<file path="src/rtl/dlc_pkg.sv">
package dlc_pkg;
  typedef enum logic [2:0] {
    S_IDLE,
    S_LSET,
    S_LWAIT,
    S_PSET,
    S_PWAIT,
    S_FIN,
    S_DONE
  } dlc_state_e;
endpackage

</file>
<file path="src/rtl/dlc_timeout.sv">
module dlc_timeout #(
  parameter int LIMIT = 1000
) (
  input  logic clk,
  input  logic rst,
  input  logic clr,
  input  logic run,
  output logic expired
);
  localparam int CW = $clog2(LIMIT + 1);
  logic [CW-1:0] cnt;

  always_ff @(posedge clk) begin
    if (rst || clr) cnt <= '0;
    else if (run && cnt != CW'(LIMIT - 1)) cnt <= cnt + 1'b1;
  end

  assign expired = run && (cnt == CW'(LIMIT - 1));
endmodule

</file>
<file path="src/rtl/dlc_msb.sv">
module dlc_msb #(
  parameter int IN_W  = 12,
  parameter int OUT_W = 4
) (
  input  logic [IN_W-1:0]  vec,
  output logic [OUT_W-1:0] idx
);
  always_comb begin
    idx = '0;
    for (int i = 0; i < IN_W; i++) begin
      if (vec[i]) idx = OUT_W'(i);
    end
  end
endmodule

</file>
<file path="src/rtl/dlc_run_track.sv">
module dlc_run_track #(
  parameter int RUN_W = 5,
  parameter int TAP_W = 4
) (
  input  logic             clk,
  input  logic             rst,
  input  logic             clr,
  input  logic             upd,
  input  logic             pass,
  input  logic [TAP_W-1:0] tap,
  output logic [RUN_W-1:0] best_len,
  output logic [TAP_W-1:0] best_end
);
  logic [RUN_W-1:0] cur;
  logic [RUN_W-1:0] cur_inc;

  assign cur_inc = cur + 1'b1;

  always_ff @(posedge clk) begin
    if (rst || clr) begin
      cur      <= '0;
      best_len <= '0;
      best_end <= '0;
    end else if (upd) begin
      if (!pass) begin
        cur <= '0;
      end else begin
        cur <= cur_inc;
        if (cur_inc > best_len) begin
          best_len <= cur_inc;
          best_end <= tap;
        end
      end
    end
  end
endmodule

</file>
<file path="src/rtl/dlc_tuner.sv">
module dlc_tuner
  import dlc_pkg::*;
#(
  parameter int UNIT_W     = 7,
  parameter int TAP_W      = 4,
  parameter int LEN_W      = 12,
  parameter int NB_DELAY   = 11,
  parameter int CYC_PER_US = 100,
  parameter int TIMEOUT_US = 1000
) (
  input  logic              clk,
  input  logic              rst,
  input  logic              start,
  input  logic              dl_len_vld,
  input  logic [LEN_W-1:0]  dl_len,
  input  logic              chk_pass,
  input  logic              chk_fail,
  output logic              dl_en,
  output logic              dl_smp_en,
  output logic [UNIT_W-1:0] dl_unit,
  output logic [TAP_W-1:0]  dl_tap,
  output logic              chk_req,
  output logic [UNIT_W-1:0] cal_unit,
  output logic [TAP_W-1:0]  cal_max_tap,
  output logic [TAP_W-1:0]  cal_phase,
  output logic              done,
  output logic              err
);
  localparam int TO_CYC = CYC_PER_US * TIMEOUT_US;
  localparam int RUN_W  = TAP_W + 1;
  localparam logic [TAP_W-1:0] SAMPLE_TAP = TAP_W'(NB_DELAY + 1);

  dlc_state_e        st;
  logic [UNIT_W-1:0] unit_q;
  logic [TAP_W-1:0]  tap_q;

  logic              expired;
  logic [TAP_W-1:0]  len_msb;
  logic              len_ok;
  logic              answered;
  logic              trk_clr;
  logic [RUN_W-1:0]  best_len;
  logic [TAP_W-1:0]  best_end;
  logic [TAP_W-1:0]  final_tap;

  dlc_timeout #(.LIMIT(TO_CYC)) u_timer (
    .clk     (clk),
    .rst     (rst),
    .clr     (st != S_LWAIT),
    .run     (st == S_LWAIT),
    .expired (expired)
  );

  dlc_msb #(.IN_W(LEN_W), .OUT_W(TAP_W)) u_msb (
    .vec (dl_len),
    .idx (len_msb)
  );

  assign len_ok   = dl_len_vld && (dl_len != '0) && ((dl_len >> NB_DELAY) == '0);
  assign answered = (st == S_PWAIT) && (chk_pass || chk_fail);
  assign trk_clr  = (st == S_LWAIT) && len_ok;

  dlc_run_track #(.RUN_W(RUN_W), .TAP_W(TAP_W)) u_track (
    .clk      (clk),
    .rst      (rst),
    .clr      (trk_clr),
    .upd      (answered),
    .pass     (chk_pass),
    .tap      (tap_q),
    .best_len (best_len),
    .best_end (best_end)
  );

  assign final_tap = best_end - TAP_W'(best_len >> 1);

  always_ff @(posedge clk) begin
    if (rst) begin
      st          <= S_IDLE;
      unit_q      <= '0;
      tap_q       <= '0;
      dl_en       <= 1'b0;
      dl_smp_en   <= 1'b0;
      dl_unit     <= '0;
      dl_tap      <= '0;
      chk_req     <= 1'b0;
      cal_unit    <= '0;
      cal_max_tap <= '0;
      cal_phase   <= '0;
      done        <= 1'b0;
      err         <= 1'b0;
    end else begin
      case (st)
        S_IDLE, S_DONE: begin
          if (start) begin
            unit_q <= '0;
            done   <= 1'b0;
            err    <= 1'b0;
            st     <= S_LSET;
          end
        end
        S_LSET: begin
          dl_en     <= 1'b1;
          dl_smp_en <= 1'b1;
          dl_unit   <= unit_q;
          dl_tap    <= SAMPLE_TAP;
          st        <= S_LWAIT;
        end
        S_LWAIT: begin
          if (len_ok) begin
            cal_unit    <= unit_q;
            cal_max_tap <= len_msb;
            tap_q       <= '0;
            st          <= S_PSET;
          end else if (dl_len_vld || expired) begin
            if (unit_q == {UNIT_W{1'b1}}) begin
              dl_en     <= 1'b0;
              dl_smp_en <= 1'b0;
              dl_unit   <= '0;
              dl_tap    <= '0;
              err       <= 1'b1;
              done      <= 1'b1;
              st        <= S_DONE;
            end else begin
              unit_q <= unit_q + 1'b1;
              st     <= S_LSET;
            end
          end
        end
        S_PSET: begin
          dl_en     <= 1'b1;
          dl_smp_en <= 1'b0;
          dl_unit   <= cal_unit;
          dl_tap    <= tap_q;
          chk_req   <= 1'b1;
          st        <= S_PWAIT;
        end
        S_PWAIT: begin
          chk_req <= 1'b0;
          if (chk_pass || chk_fail) begin
            if (tap_q == cal_max_tap) begin
              st <= S_FIN;
            end else begin
              tap_q <= tap_q + 1'b1;
              st    <= S_PSET;
            end
          end
        end
        S_FIN: begin
          if (best_len == '0) begin
            dl_en     <= 1'b0;
            dl_smp_en <= 1'b0;
            dl_unit   <= '0;
            dl_tap    <= '0;
            err       <= 1'b1;
          end else begin
            dl_tap    <= final_tap;
            cal_phase <= final_tap;
          end
          done <= 1'b1;
          st   <= S_DONE;
        end
        default: st <= S_IDLE;
      endcase
    end
  end
endmodule

</file>
<file path="config.mk">
export PLATFORM = sky130hd
export DESIGN_NAME = dlc_tuner
export DESIGN_NICKNAME = d
export VERILOG_FILES = /design/src/rtl/dlc_pkg.sv /design/src/rtl/dlc_timeout.sv /design/src/rtl/dlc_msb.sv /design/src/rtl/dlc_run_track.sv /design/src/rtl/dlc_tuner.sv
export SDC_FILE = /design/constraint.sdc
export NUM_CORES = 1
export LEC_CHECK = 0
export BUFFER_PORTS_ARGS = -buffer_cell sky130_fd_sc_hd__buf_2
export CAP_MARGIN = 25
export CELL_PAD_IN_SITES_DETAIL_PLACEMENT = 1
export CELL_PAD_IN_SITES_GLOBAL_PLACEMENT = 1
export CORE_MARGIN = 1
export CORE_UTILIZATION = 44
export CTS_CLUSTER_SIZE = 20
export DETAILED_ROUTE_END_ITERATION = 8
export PLACE_DENSITY = 0.92
export SYNTH_ARGS = -nofsm -noshare
export SYNTH_HDL_FRONTEND = slang
export SYNTH_SLANG_ARGS = --single-unit
export TNS_END_PERCENT = 10
</file>
<file path="constraint.sdc">
create_clock -name clk -period 2.5 [get_ports clk]
set_input_delay 0.25 -clock clk [delete_from_list [all_inputs] [get_ports clk]]
set_output_delay 0.25 -clock clk [all_outputs]
set_load 0.05 [all_outputs]
</file>
# Yosys cells after proc, flatten, opt, wreduce, memory -nomap -nowiden
# Cells that the tools add are included.
word_totals:
  register_bits: 76
  elab_cells: 130
op_classes:
  n_addsub: 5
  order_cmp: 1
  eq_ne: 21
  mux: 52
  n_bitwise: 1
  reduce_logical: 33
ops:
  columns: ["operator", "n"]
  rows:
  - ["$mux W7", 8]
  - ["$mux W4", 11]
  - ["$mux W3", 10]
  - ["$pmux W7 S4", 1]
  - ["$reduce_and A5 Y1", 4]
  - ["$pmux W3 S6", 1]
  - ["$add A17 B1 Y17 const B", 1]
  - ["$eq A17 B17 Y1 const B", 1]
  - ["$ne A17 B17 Y1 const B", 1]
  - ["$ne A2 B2 Y1 const B", 8]
  - ["$pmux W4 S4", 1]
  - ["$pmux W7 S2", 1]
  - ["$logic_not A12 Y1", 1]
  - ["$reduce_bool A12 Y1", 1]
  - ["$mux W1", 10]
  - ["$eq A3 B3 Y1 const B", 3]
  - ["$pmux W1 S3", 3]
  - ["$pmux W4 S2", 1]
  - ["$reduce_and A4 Y1", 2]
  - ["$add A7 B1 Y7 const B", 1]
  - ["$eq A7 B7 Y1 const B", 1]
  - ["$eq A3 B2 Y1 const B", 2]
  - ["$logic_and A1 B1 Y1", 6]
  - ["$reduce_and A3 Y1", 2]
  - ["23 further kinds", 32]

# Depth between registers and ports, before layout
# Gate-level depths: netlist of the first run.
logic_depth:
  word_depth: 11
  ltp_mapped: 9
  depth_no_buf: 8

# Hierarchy
# A second synthesis of the first run with hierarchy kept.
unflattened:
  cells_unflattened: 493
  hier_area_um2: 4177.8
by_module_without_submodules:
  columns: ["mod", "instances", "cells_per_inst", "area_per_inst_um2"]
  rows:
  - ["dlc_tuner", 1, 278, 2442.3]
  - ["dlc_timeout", 1, 113, 930.9]
  - ["dlc_run_track", 1, 84, 711.9]
  - ["dlc_msb", 1, 18, 92.6]

# Worst setup path after synthesis of the first run
# OpenSTA, ideal clock, no wires.
synth_timing:
  kind: "register -> register"
  start: "reg u_timer.cnt[6]"
  end: "reg unit_q[2]"
  setup_time_ps: 119
  arrival_ps: 2095
  required_ps: 2381
  slack_ps: 286
  path_stages_with_launch: 7
  path_buffers: 1
  period_less_slack_ps: 2214
  cell_sequence: "dfxtp_1 > or4_4 > or4_4 > buf_6 > a22oi_4 > a31oi_1 > a2bb2o_2"
synth_via:
  elab_chain_len: 5
synth_lines:
  columns: ["element", "line_no", "text"]
  rows:
  - ["start: declaration", "dlc_timeout.sv:11", "logic [CW-1:0] cnt;"]
  - ["start signal: assignment", "dlc_timeout.sv:15", "else if (run && cnt != CW'(LIMIT - 1)) cnt <= cnt + 1'b1;"]
  - ["$eq A17 B17 Y1", "dlc_timeout.sv:18", "assign expired = run && (cnt == CW'(LIMIT - 1));"]
  - ["$logic_and A1 B1 Y1", "dlc_timeout.sv:18", null]
  - ["$logic_or A1 B1 Y1", "dlc_tuner.sv:114", "end else if (dl_len_vld || expired) begin"]
  - ["$ne A2 B2 Y1 (no line)", null, null]
  - ["$reduce_and A5 Y1 (no line)", null, null]
  - ["end signal: assignment", "dlc_tuner.sv:124", "unit_q <= unit_q + 1'b1;"]
  - ["end: declaration", "dlc_tuner.sv:34", "logic [UNIT_W-1:0] unit_q;"]
# Every way passes these cells.
# A chain may end at the register's enable or synchronous reset.

# Final worst setup path of the first run
layout_timing:
  start: "reg u_timer.cnt[0]"
  end: "reg unit_q[1]"
# Same word-level chain as after synthesis.

==> metrics.md, run 1 <==
| Metric | Value |
|---|---|
| R2r worst-path depth | `6` |
| Critical path class | `reg2reg` |
| Routability Congestion | `0.857` |
| Critical Path, Cell by Cell | `ha_1 -> nand4_1 -> nor4_4 -> o22ai_1 -> nor2_1 -> mux2i_1` |
| Number of global-route vias before repair | `4114` |
| RSZ-0062 raised after global routing | `no` |
| Least-Margin Pin Slew | `715 ps` |
| Synth top area share | `37.9%` |
| First-pass GRT wire length | `20.3 mm` |
| CTS Root Cell | `clkbuf_8` |
| Hold depth | `4` |
| Die W | `97.5 µm` |
| Worst reg2reg setup slack | `190 ps` |
| I/O pins | `49` |
| Final wirelength | `12.3 mm` |
| CP max-delay cell | `nor4_4` |
| CP top delay family | `simple AND/OR/NAND/NOR gates` |
| Final Slew Violations | `0` |
| Mapped Cells | `482` |
| Initial antenna violation count | `0` |
| Post-Syn Nets | `513` |
| Seq/Total Area, Yosys | `37.9%` |
| Worst endpoint required time | `2790 ps` |
| Skew final | `8.49 ps` |
| Maximum clock frequency | `0.432 GHz` |
| Clock Sink Count | `76` |
| ANT cells | `0` |
| Distinct cells, synth | `68` |
| Crit path depth | `6` |
| Synth Register Bits | `76` |
| DR vias/cell | `6.18` |
| Crit path buf inv count | `0` |
| Area leader, netlist | `dfxtp_1` |
| Hold_ws | `212 ps` |
| Synth Warn # | `0` |
| Setup TNS | `0 ps` |
| Worst-skew pair later-pin latency | `360 ps` |
| PwrDens | `693 nW/µm²` |
| Vias | `4041` |
| Mapped Avg Cell Area | `8.33 µm²` |
| Crit end category | `register` |
| Wire per inst | `18.9 µm` |
| Clock Tree Buf Depth | `2` |
| CP max stage delay | `530 ps` |
| Initial DRC count | `231` |
| Final WS setup | `186 ps` |
| CTS Hold Bufs | `0` |
| Max Cap Viol | `0` |
| Post-route ant nets | `0` |
| Dpl hpwl | `8.92 mm` |
| Worst-path maximum fanout | `5` |
| Synth Cell Area | `4020 µm²` |
| Port buffer count | `48` |
| Setup violators final | `0` |
| Synth top area cells | `dfxtp_1 38%, a21oi_1 5.7%, nand2_1 3.9%` |
| Area of the core | `8760 µm²` |
| DP Cell Count | `635` |
| Pre-CTS WS | `52.6 ps` |
| Status | `complete, no violations` |
| Ys flop type | `dfxtp_1` |
| Grt total ovfl | `0` |
| Starting Density | `45.8%` |
| Area growth syn-to-layout | `16.7%` |
| Pleak | `1.74 nW` |
| Crit path DAT | `2610 ps` |
| Layout cells sized above 1 | `19.4%` |
| Post-CTS sizing | `0` |
| GRT Resource Usage Total | `26.5%` |
| Period utilization | `92.6%` |
| Die H | `97.5 µm` |
| Fin nets | `572` |
| Peak VDD IR | `0.260 mV` |
| Critical path startpoint category | `register` |
| Worst min path class | `in2reg` |
| CTS clk-pin slew, worst paths | `80 ps` |
| Largest net degree at the start of global routing | `38` |
| Die area | `9510 µm²` |
| DRC | `0` |
| CTS tree | `done` |
| Number of enable flip-flop cells after synthesis | `0` |
| Tmin final | `2310 ps` |
| Hold Violations, Final | `0` |
| CTS buffer count | `9` |
| Layout Cells excl Fill | `654` |
| Asr flop ratio synth | `0%` |
| Slew margin rel. | `52.2%` |
| # rows | `34` |
| DR pass1 iterations | `4` |
| Fill count | `1074` |
| Post-CTS Setup Inserts | `0` |
| H-tree depth | `3` |
-- per-stage QoR --
| step | area (µm²) | utilization, % | total power [mW] |
|---|---|---|---|
| after floorplan | 4020 | - | 1.98 |
| after global placement | 4440 | 50.7 | 2.20 |
| after detailed placement | 4440 | 50.7 | 2.24 |
| after CTS | 4650 | 53.1 | 3.23 |
| after global routing | 4690 | 53.5 | 3.38 |
| final | 4690 | 53.5 | 3.25 |
-- sequential cells by signal (all words and copies together), names as in the netlist --
register / flops
dl_tap: 4
u_track.best_end: 4
cal_unit: 7
unit_q: 7
tap_q: 4
cal_phase: 4
dl_unit: 7
dl_en: 1
chk_req: 1
st: 3
u_track.cur: 5
done: 1
cal_max_tap: 4
u_timer.cnt: 17
err: 1
dl_smp_en: 1
u_track.best_len: 5
-- tightest hold or removal path, cell delays in order --
cell     delay, ps
buf_2          110
a21oi_1         40
o31ai_1         70
o31ai_1         60
-- worst paths after layout --
check / from / endpoint
setup / recovery: u_timer.cnt[0] / unit_q[1]
hold / removal: dl_len[10] / cal_max_tap[0]
setup reg to reg: u_timer.cnt[0] / unit_q[1]
hold reg to reg: cal_unit[2] / cal_unit[2]
-- cell usage after synthesis, types with 10 or more instances --
library cell	number
nor2_1	42
nand2_1	42
ha_1	12
inv_1	19
nor3_1	18
clkbuf_1	19
xor2_1	11
dfxtp_1	76
o21ai_0	21
a21oi_1	46
nand3_1	24
xnor2_1	10
-- placed cells by master (no fill, tap or decap), types with 8 or more instances in the layout --
| cell | synthesis | routed |
|---|---|---|
| or4_1 | 8 | 8 |
| xor2_1 | 11 | 11 |
| nor3_1 | 18 | 18 |
| nand3_1 | 24 | 24 |
| buf_4 | 0 | 23 |
| a21oi_1 | 46 | 46 |
| nand2_1 | 42 | 42 |
| xnor2_1 | 10 | 10 |
| nand4_1 | 9 | 9 |
| nor2_1 | 42 | 42 |
| o21ai_0 | 21 | 21 |
| clkbuf_8 | 0 | 10 |
| a311oi_1 | 9 | 9 |
| inv_1 | 19 | 19 |
| buf_2 | 2 | 48 |
| ha_1 | 12 | 12 |
| dfxtp_1 | 76 | 76 |
-- cells by family after synthesis --
kind of cell	count (synthesis)	synth area share, %
AND/OR/NAND/NOR	184	23.8
XOR/XNOR	21	4.58
adder cells (fa/ha/maj)	13	4.24
flip-flops	76	37.9
AO/OA/AOI/OAI	139	23.5
buffers and inverters	43	4.45
multiplexers	6	1.53
-- cell type report --
class | instances | area [µm²] | share of cell area [%]
Multi-Input combinational cell | 363 | 2320 | 49.4
Sequential cell | 76 | 1520 | 32.5
Timing Repair Buffer | 72 | 433 | 9.24
Clock buffer | 10 | 138 | 2.94
Tap cell | 108 | 135 | 2.88
Clock inverter | 6 | 71.3 | 1.52
Inverter | 19 | 71.3 | 1.52
-- where the power goes --
group          switching, mW  internal (mW)
Combinational          0.621          0.286
Clock                  0.509          0.497
Sequential            0.0560           1.28
Total                   1.19           2.06
-- metal layers --
| metal | part of all wire, % | vias to the layer above | GRT usage (%) | wire length (µm) |
|---|---|---|---|---|
| met2 | 50 | 109 | 45.2 | 6180 |
| met3 | 3.8 | 20 | 3.81 | 474 |
| li1 | - | 1916 | - | - |
| met5 | 0 | - | 0 | 0 |
| met4 | 1.7 | 0 | 11.3 | 212 |
| met1 | 44 | 1996 | 33.3 | 5470 |
Note: power is estimated with default switching activity, not from simulation.
==> run 2, diff against run 1 <==
- ABC_AREA: not set -> 1
- CORE_UTILIZATION: 44 -> 42
- SYNTH_HIERARCHICAL: not set -> 1
==> metrics.md, run 2 <==
| Metric | Value |
|---|---|
| Synth top area cells | `dfxtp_1 35%, nand2_1 14%, nor2_1 6.6%` |
| Asr flop ratio synth | `0% (unchanged)` |
| Synth Register Bits | `76 (unchanged)` |
| Synth Warn # | `6 (+6)` |
| Crit end category | `register` |
| # rows | `36 (+5.9%)` |
| Pleak | `2.13 nW (+22%)` |
| DP Cell Count | `815 (+28%)` |
| Mapped Cells | `641 (+33%)` |
| Area after DPL | `4750 µm² (+6.8%)` |
| Final WS setup | `202 ps (+15.6 ps)` |
| Final core utilization | `50.4% (-3.0 points)` |
| Synth top area share | `34.7% (-3.2 points)` |
| Largest net degree at the start of global routing | `35 (-7.9%)` |
| Fill count | `1327 (+24%)` |
| Slew margin rel. | `62.8% (+11 points)` |
| Layout cells sized above 1 | `20.7% (+1.3 points)` |
| Critical path startpoint category | `register` |
| Critical path class | `reg2reg` |
| GRT Resource Usage Total | `23.5% (-3.1 points)` |
| Skew final | `11.5 ps (+2.97 ps)` |
| Peak VDD IR | `0.266 mV (+2.5%)` |
| Dpl hpwl | `9.03 mm (+1.2%)` |
| Fin nets | `730 (+28%)` |
| Die W | `104 µm (+6.9%)` |
| DR pass1 iterations | `4 (unchanged)` |
| Ys flop type | `dfxtp_1` |
| Tmin final | `2300 ps (-15.6 ps)` |
| Post-Syn Nets | `672 (+31%)` |
| Top Metal Used | `met4` |
| CTS buffer count | `9 (unchanged)` |
| Most flop-heavy register | `u_timer/cnt` |
| Setup TNS | `0 ps (unchanged)` |
| Final Slew Violations | `0 (unchanged)` |
| Synth Cell Area | `4390 µm² (+9.3%)` |
| Final wirelength | `12.2 mm (-1.0%)` |
| Die H | `104 µm (+6.9%)` |
| Status | `complete, no violations` |
| Most frequent cell after synthesis | `nand2_1` |
| CTS clk-pin slew, worst paths | `80 ps (about the same)` |
| DR vias/cell | `5.20 (-16%)` |
| Hold Violations, Final | `0 (unchanged)` |
| Clock Tree Buf Depth | `2 (unchanged)` |
| Largest register FFs | `17 (unchanged)` |
| Grt total ovfl | `0 (unchanged)` |
| Commonest non-fill, non-tap cell in the layout | `nand2_1` |
| Post-route ant nets | `0 (unchanged)` |
| Area leader, netlist | `dfxtp_1` |
| Routability Congestion | `0.791 (-7.7%)` |
| Area growth syn-to-layout | `14.3%` |
| Setup violators final | `0 (unchanged)` |
| Vias | `4354 (+7.7%)` |
| Distinct cells, synth | `41 (-40%)` |
| Worst-path maximum fanout | `13 (+8)` |
| Pwr Total | `2.74 mW (-16%)` |
| Met2 routed WL | `6.40 mm (+3.6%)` |
| M1 WL | `5.30 mm (-3.1%)` |
| Initial DRC count | `129 (-44%)` |
| Layout Cells excl Fill | `837 (+28%)` |
| Most frequent cells in the layout | `160 x nand2_1, 77 x nor2_1, 75 x dfxtp_1` |
| Post-synth top cells | `160 x nand2_1, 77 x nor2_1, 76 x dfxtp_1` |
| Clock Sink Count | `76 (unchanged)` |
| Seq/Total Area, Yosys | `34.7% (-3.2 points)` |
| Worst min path class | `in2reg` |
| I/O pins | `49 (unchanged)` |
| Wire per inst | `14.6 µm (-23%)` |
| First-pass GRT wire length | `20.9 mm (+2.9%)` |
| Die area | `10900 µm² (+14%)` |
| CTS Root Cell | `clkbuf_8` |
| RSZ-0062 raised after global routing | `no` |
| Number of enable flip-flop cells after synthesis | `0 (unchanged)` |
| Maximum clock frequency | `0.435 GHz (+0.68%)` |
| Number of global-route vias before repair | `4541 (+10%)` |
| Max Cap Viol | `0 (unchanged)` |
| H-tree depth | `3 (unchanged)` |
| PwrDens | `546 nW/µm² (-21%)` |
| Hold_ws | `309 ps (+97.0 ps)` |
| Crit path DAT | `2550 ps (-60 ps)` |
| DR WL met3 | `257 µm (-46%)` |
| Initial antenna violation count | `0 (unchanged)` |
| Port buffer count | `48 (unchanged)` |
| Area of the core | `9950 µm² (+14%)` |
| Period utilization | `91.9% (-0.62 points)` |
| Pre-CTS WS | `42.3 ps (-10.3 ps)` |
| Mapped Avg Cell Area | `6.85 µm² (-18%)` |
| ANT cells | `0 (unchanged)` |
| DRC | `0 (unchanged)` |
| Starting Density | `44.1% (-1.7 points)` |
| CTS tree | `done` |
| Least-Margin Pin Slew | `559 ps (-156 ps)` |
| Worst-skew pair later-pin latency | `370 ps (about the same)` |
| Fin area | `5020 µm² (+7.1%)` |
| Worst endpoint required time | `2750 ps (-40 ps)` |
## run 2: cell count changes in the layout (fill, tap and decap cells not counted), moves of 9 or more
| cell | previous run | this run |
|---|---|---|
| inv_2 | 0 | 14 |
| nand3_1 | 24 | 40 |
| nand2_1 | 42 | 160 |
| a311oi_1 | 9 | 0 |
| nor3_1 | 18 | 7 |
| a21oi_1 | 46 | 56 |
| buf_4 | 23 | 10 |
| nor2_1 | 42 | 77 |
| inv_1 | 19 | 74 |
| a21oi_2 | 1 | 13 |
| nand2_2 | 0 | 11 |
| xnor2_1 | 10 | 1 |
## run 2: cell type report
type / instances / area [µm²] / share of cell area (%)
Tap cell: 133 / 166 / 3.32
Clock inverter: 5 / 60.1 / 1.20
Inverter: 91 / 344 / 6.85
Clock buffer: 11 / 141 / 2.82
Sequential cell: 76 / 1520 / 30.3
Timing Repair Buffer: 59 / 335 / 6.68
Multi-Input combinational cell: 462 / 2450 / 48.8
## run 2: worst paths after layout
kind	from	end	slack, ps	cells after the start
worst min register to register	err	err	460	2
worst max-delay path	u_track/cur[0]	u_track/best_end[3]	200	12
worst max register to register	u_track/cur[0]	u_track/best_end[3]	200	12
worst min-delay path	dl_len[11]	st[0]	310	4
## run 2: cell families (layout without fill, tap and decap cells)
| kind of cell | Yosys count | after routing | synth area share (%) |
|---|---|---|---|
| buf+inv | 104 | 166 | 10.0 |
| xor+xnor | 11 | 11 | 2.19 |
| flops | 76 | 76 | 34.7 |
| simple gates | 332 | 333 | 35.4 |
| fa+ha+maj | 13 | 13 | 3.88 |
| compound gates | 105 | 105 | 13.8 |
## run 2: where the power goes
part           internal (mW)  switching [mW]
registers               1.25          0.0326
logic                  0.129           0.351
clock network          0.493           0.489
total                   1.87           0.872
## run 2: what timing repair did
action,in CTS,in global routing
hold buffers,0,0
buffers inserted,0,5
endpoints found under the setup margin,0,9
gates resized for setup,0,3
## run 2: routing by layer
layer  global-route usage, %  vias to the layer above
met4                    8.57                        0
li1                        -                     2159
met5                       0                        -
met3                    3.20                       25
met1                    26.9                     2115
met2                    44.0                       55
## run 2: worst max-delay path, stage by stage (launching register included)
cell     delay (ps)
dfxtp_2         390
ha_1            200
nand3_1         110
xor2_1          210
inv_1            90
ha_1            330
nand2_2          90
nor2_4          160
a21oi_4          80
buf_12          150
buf_4           160
a21oi_2         150
nor2_1           60
==> run 3, diff against run 2 <==
- SYNTH_HIERARCHICAL: 1 -> not set
==> metrics.md, run 3 <==
| Metric | Value |
|---|---|
| Most flop-heavy register | `u_timer.cnt` |
| DP Cell Count | `706 (-13%)` |
| Hold_ws | `181 ps (-128 ps)` |
| Max Cap Viol | `0 (unchanged)` |
| Clock Sink Count | `76 (unchanged)` |
| DR pass1 iterations | `4 (unchanged)` |
| Worst min path class | `in2reg` |
| Worst-skew pair later-pin latency | `350 ps (-20 ps)` |
| CTS Hold Bufs | `0 (unchanged)` |
| Area leader, netlist | `dfxtp_1` |
| First-pass GRT wire length | `18.7 mm (-11%)` |
| Grt total ovfl | `0 (unchanged)` |
| CTS buffer count | `9 (unchanged)` |
| Tmin final | `2270 ps (-25.6 ps)` |
| Post-route ant nets | `0 (unchanged)` |
| Slew margin rel. | `65.1% (+2.4 points)` |
| Peak VDD IR | `0.335 mV (+26%)` |
| Setup TNS | `0 ps (unchanged)` |
| Mapped Cells | `559 (-13%)` |
| Crit path DAT | `2500 ps (-50 ps)` |
| Largest register FFs | `17 (unchanged)` |
| Worst-path maximum fanout | `14 (+1)` |
| Area growth syn-to-layout | `12.7%` |
| Area of the core | `8890 µm² (-11%)` |
| Status | `complete, no violations` |
| Pwr Total | `2.73 mW (-0.61%)` |
| CTS tree | `done` |
| Area after DPL | `4250 µm² (-10%)` |
| Fill count | `1210 (-8.8%)` |
| Port buffer count | `48 (unchanged)` |
| Layout Cells excl Fill | `722 (-14%)` |
| DR WL met3 | `312 µm (+21%)` |
| Met2 routed WL | `5.89 mm (-8.0%)` |
| Asr flop ratio synth | `0% (unchanged)` |
| Final Slew Violations | `0 (unchanged)` |
| Final core utilization | `49.7% (-0.71 points)` |
| Setup violators final | `0 (unchanged)` |
| M1 WL | `4.69 mm (-12%)` |
| Die area | `9730 µm² (-10%)` |
| Critical path class | `reg2reg` |
| Largest net degree at the start of global routing | `25 (-29%)` |
| Vias | `3820 (-12%)` |
| CTS Root Cell | `clkbuf_8` |
| Skew final | `9.24 ps (-2.23 ps)` |
| Initial antenna violation count | `0 (unchanged)` |
| Mapped Avg Cell Area | `7.01 µm² (+2.4%)` |
| Clock Tree Buf Depth | `2 (unchanged)` |
| Synth Cell Area | `3920 µm² (-11%)` |
| Commonest non-fill, non-tap cell in the layout | `nand2_1` |
| Post-synth top cells | `122 x nand2_1, 77 x nor2_1, 76 x dfxtp_1` |
| Die H | `98.6 µm (-5.4%)` |
| Wire per inst | `15.3 µm (+5.1%)` |
| Final wirelength | `11.1 mm (-9.3%)` |
| H-tree depth | `3 (unchanged)` |
| Die W | `98.6 µm (-5.4%)` |
| CP max stage delay | `430 ps (+40 ps)` |
| PwrDens | `617 nW/µm² (+13%)` |
| Number of enable flip-flop cells after synthesis | `0 (unchanged)` |
| Least-Margin Pin Slew | `523 ps (-35.7 ps)` |
| Pleak | `1.87 nW (-12%)` |
| Final WS setup | `227 ps (+25.6 ps)` |
| Critical path startpoint category | `register` |
| Top Metal Used | `met4` |
| Starting Density | `44.1% (about the same)` |
| Critical Path, Cell by Cell | `ha_1 -> nand3_1 -> xnor2_1 -> ha_1 -> nand3_1 -> nor2_1 -> nor2_1 -> nand2_2 -> o21ai_0 -> a21oi_1` |
| Pre-CTS WS | `174 ps (+131 ps)` |
| Fin area | `4420 µm² (-12%)` |
| CTS clk-pin slew, worst paths | `80 ps (about the same)` |
| Most frequent cell after synthesis | `nand2_1` |
| Period utilization | `90.9% (-1.0 points)` |
| Initial DRC count | `113 (-12%)` |
| Dpl hpwl | `8.22 mm (-9.0%)` |
| Fin nets | `640 (-12%)` |
| RSZ-0062 raised after global routing | `no` |
| Synth Register Bits | `76 (unchanged)` |
| Seq/Total Area, Yosys | `38.8% (+4.1 points)` |
| Ys flop type | `dfxtp_1` |
| DR vias/cell | `5.29 (+1.7%)` |
| Routability Congestion | `0.774 (-2.2%)` |
| DRC | `0 (unchanged)` |
| Number of global-route vias before repair | `4140 (-8.8%)` |
| Synth Warn # | `0 (-6)` |
| Maximum clock frequency | `0.440 GHz (+1.1%)` |
| CP max-delay cell | `dfxtp_1` |
| Layout cells sized above 1 | `15.3% (-5.4 points)` |
| I/O pins | `49 (unchanged)` |
| ANT cells | `0 (unchanged)` |
| Hold Violations, Final | `0 (unchanged)` |
| Worst endpoint required time | `2730 ps (-20 ps)` |
| Most frequent cells in the layout | `121 x nand2_1, 77 x nor2_1, 76 x dfxtp_1` |
| Synth top area share | `38.8% (+4.1 points)` |
| Synth top area cells | `dfxtp_1 39%, nand2_1 12%, a21oi_1 7.9%` |
| Post-Syn Nets | `590 (-12%)` |
| Crit end category | `register` |
| # rows | `34 (-5.6%)` |
| Distinct cells, synth | `36 (-12%)` |
| GRT Resource Usage Total | `24.0% (+0.50 points)` |
==> run 3: cell types whose count changed in the layout (fill, tap and decap cells not counted), moves of 5 or more <==
cell / before / now
a21oi_1: 56 / 62
a21oi_2: 13 / 1
a22oi_1: 0 / 10
buf_4: 10 / 2
inv_1: 74 / 55
inv_2: 14 / 8
nand2_1: 160 / 121
nand2_2: 11 / 6
nand3_1: 40 / 26
nand3b_1: 7 / 2
nand4_1: 1 / 6
nor2_4: 8 / 3
o21ai_0: 22 / 32
==> run 3: worst paths after layout <==
kind                         endpoint           start  cells past startpoint  slack [ps]
hold reg to reg          cal_phase[1]    cal_phase[1]                      2         470
setup reg to reg  u_track.best_end[0]  u_track.cur[0]                     10         230
hold / removal         cal_max_tap[0]       dl_len[9]                      3         180
setup / recovery  u_track.best_end[0]  u_track.cur[0]                     10         230
==> run 3: where the power goes <==
| part | leakage, nW | switching [mW] | internal, mW |
|---|---|---|---|
| clock | 0.0718 | 0.471 | 0.362 |
| combinational | 1.18 | 0.419 | 0.146 |
| sequential | 0.616 | 0.0548 | 1.27 |
| total | 1.87 | 0.945 | 1.78 |
==> run 3: metal layers <==
| layer | up-vias | GRT usage, % |
|---|---|---|
| li1 | 1911 | - |
| met1 | 1835 | 26.8 |
| met2 | 60 | 45.5 |
| met3 | 14 | 4.61 |
| met4 | 0 | 7.69 |
| met5 | - | 0 |
==> run 3: cell families after synthesis <==
family                     count (synthesis)  share of synthesized area, %
and+or+nand+nor                          269                          30.4
AOI/OAI and AO/OA                        110                          15.1
DFF                                       76                          38.8
buffers and inverters                     75                          7.75
xor gates and xnor gates                  16                          3.57
adders and majority gates                 13                          4.34
==> run 3: worst max-delay path: cells and delay by family, from the launching register on <==
kind	cells	cell delay, ps
adder cells (fa/ha/maj)	2	540
AND/OR/NAND/NOR	5	560
XOR/XNOR	1	280
AO/OA/AOI/OAI	2	340
flip-flops	1	430
==> run 3: what timing repair did <==
action                     in CTS  in global routing
setup endpoints to repair       0                  5
gates resized for setup         0                  1
setup buffers                   0                  0
==> run 3: layout make-up <==
type	count	area (µm²)	share of cell area, %
clock buffers	11	131	2.97
multi-input cells	408	2100	47.5
flip-flops and latches	76	1520	34.4
repair buffers	50	255	5.77
inverters	64	240	5.43
clock inverters	5	38.8	0.877
well taps	108	135	3.06
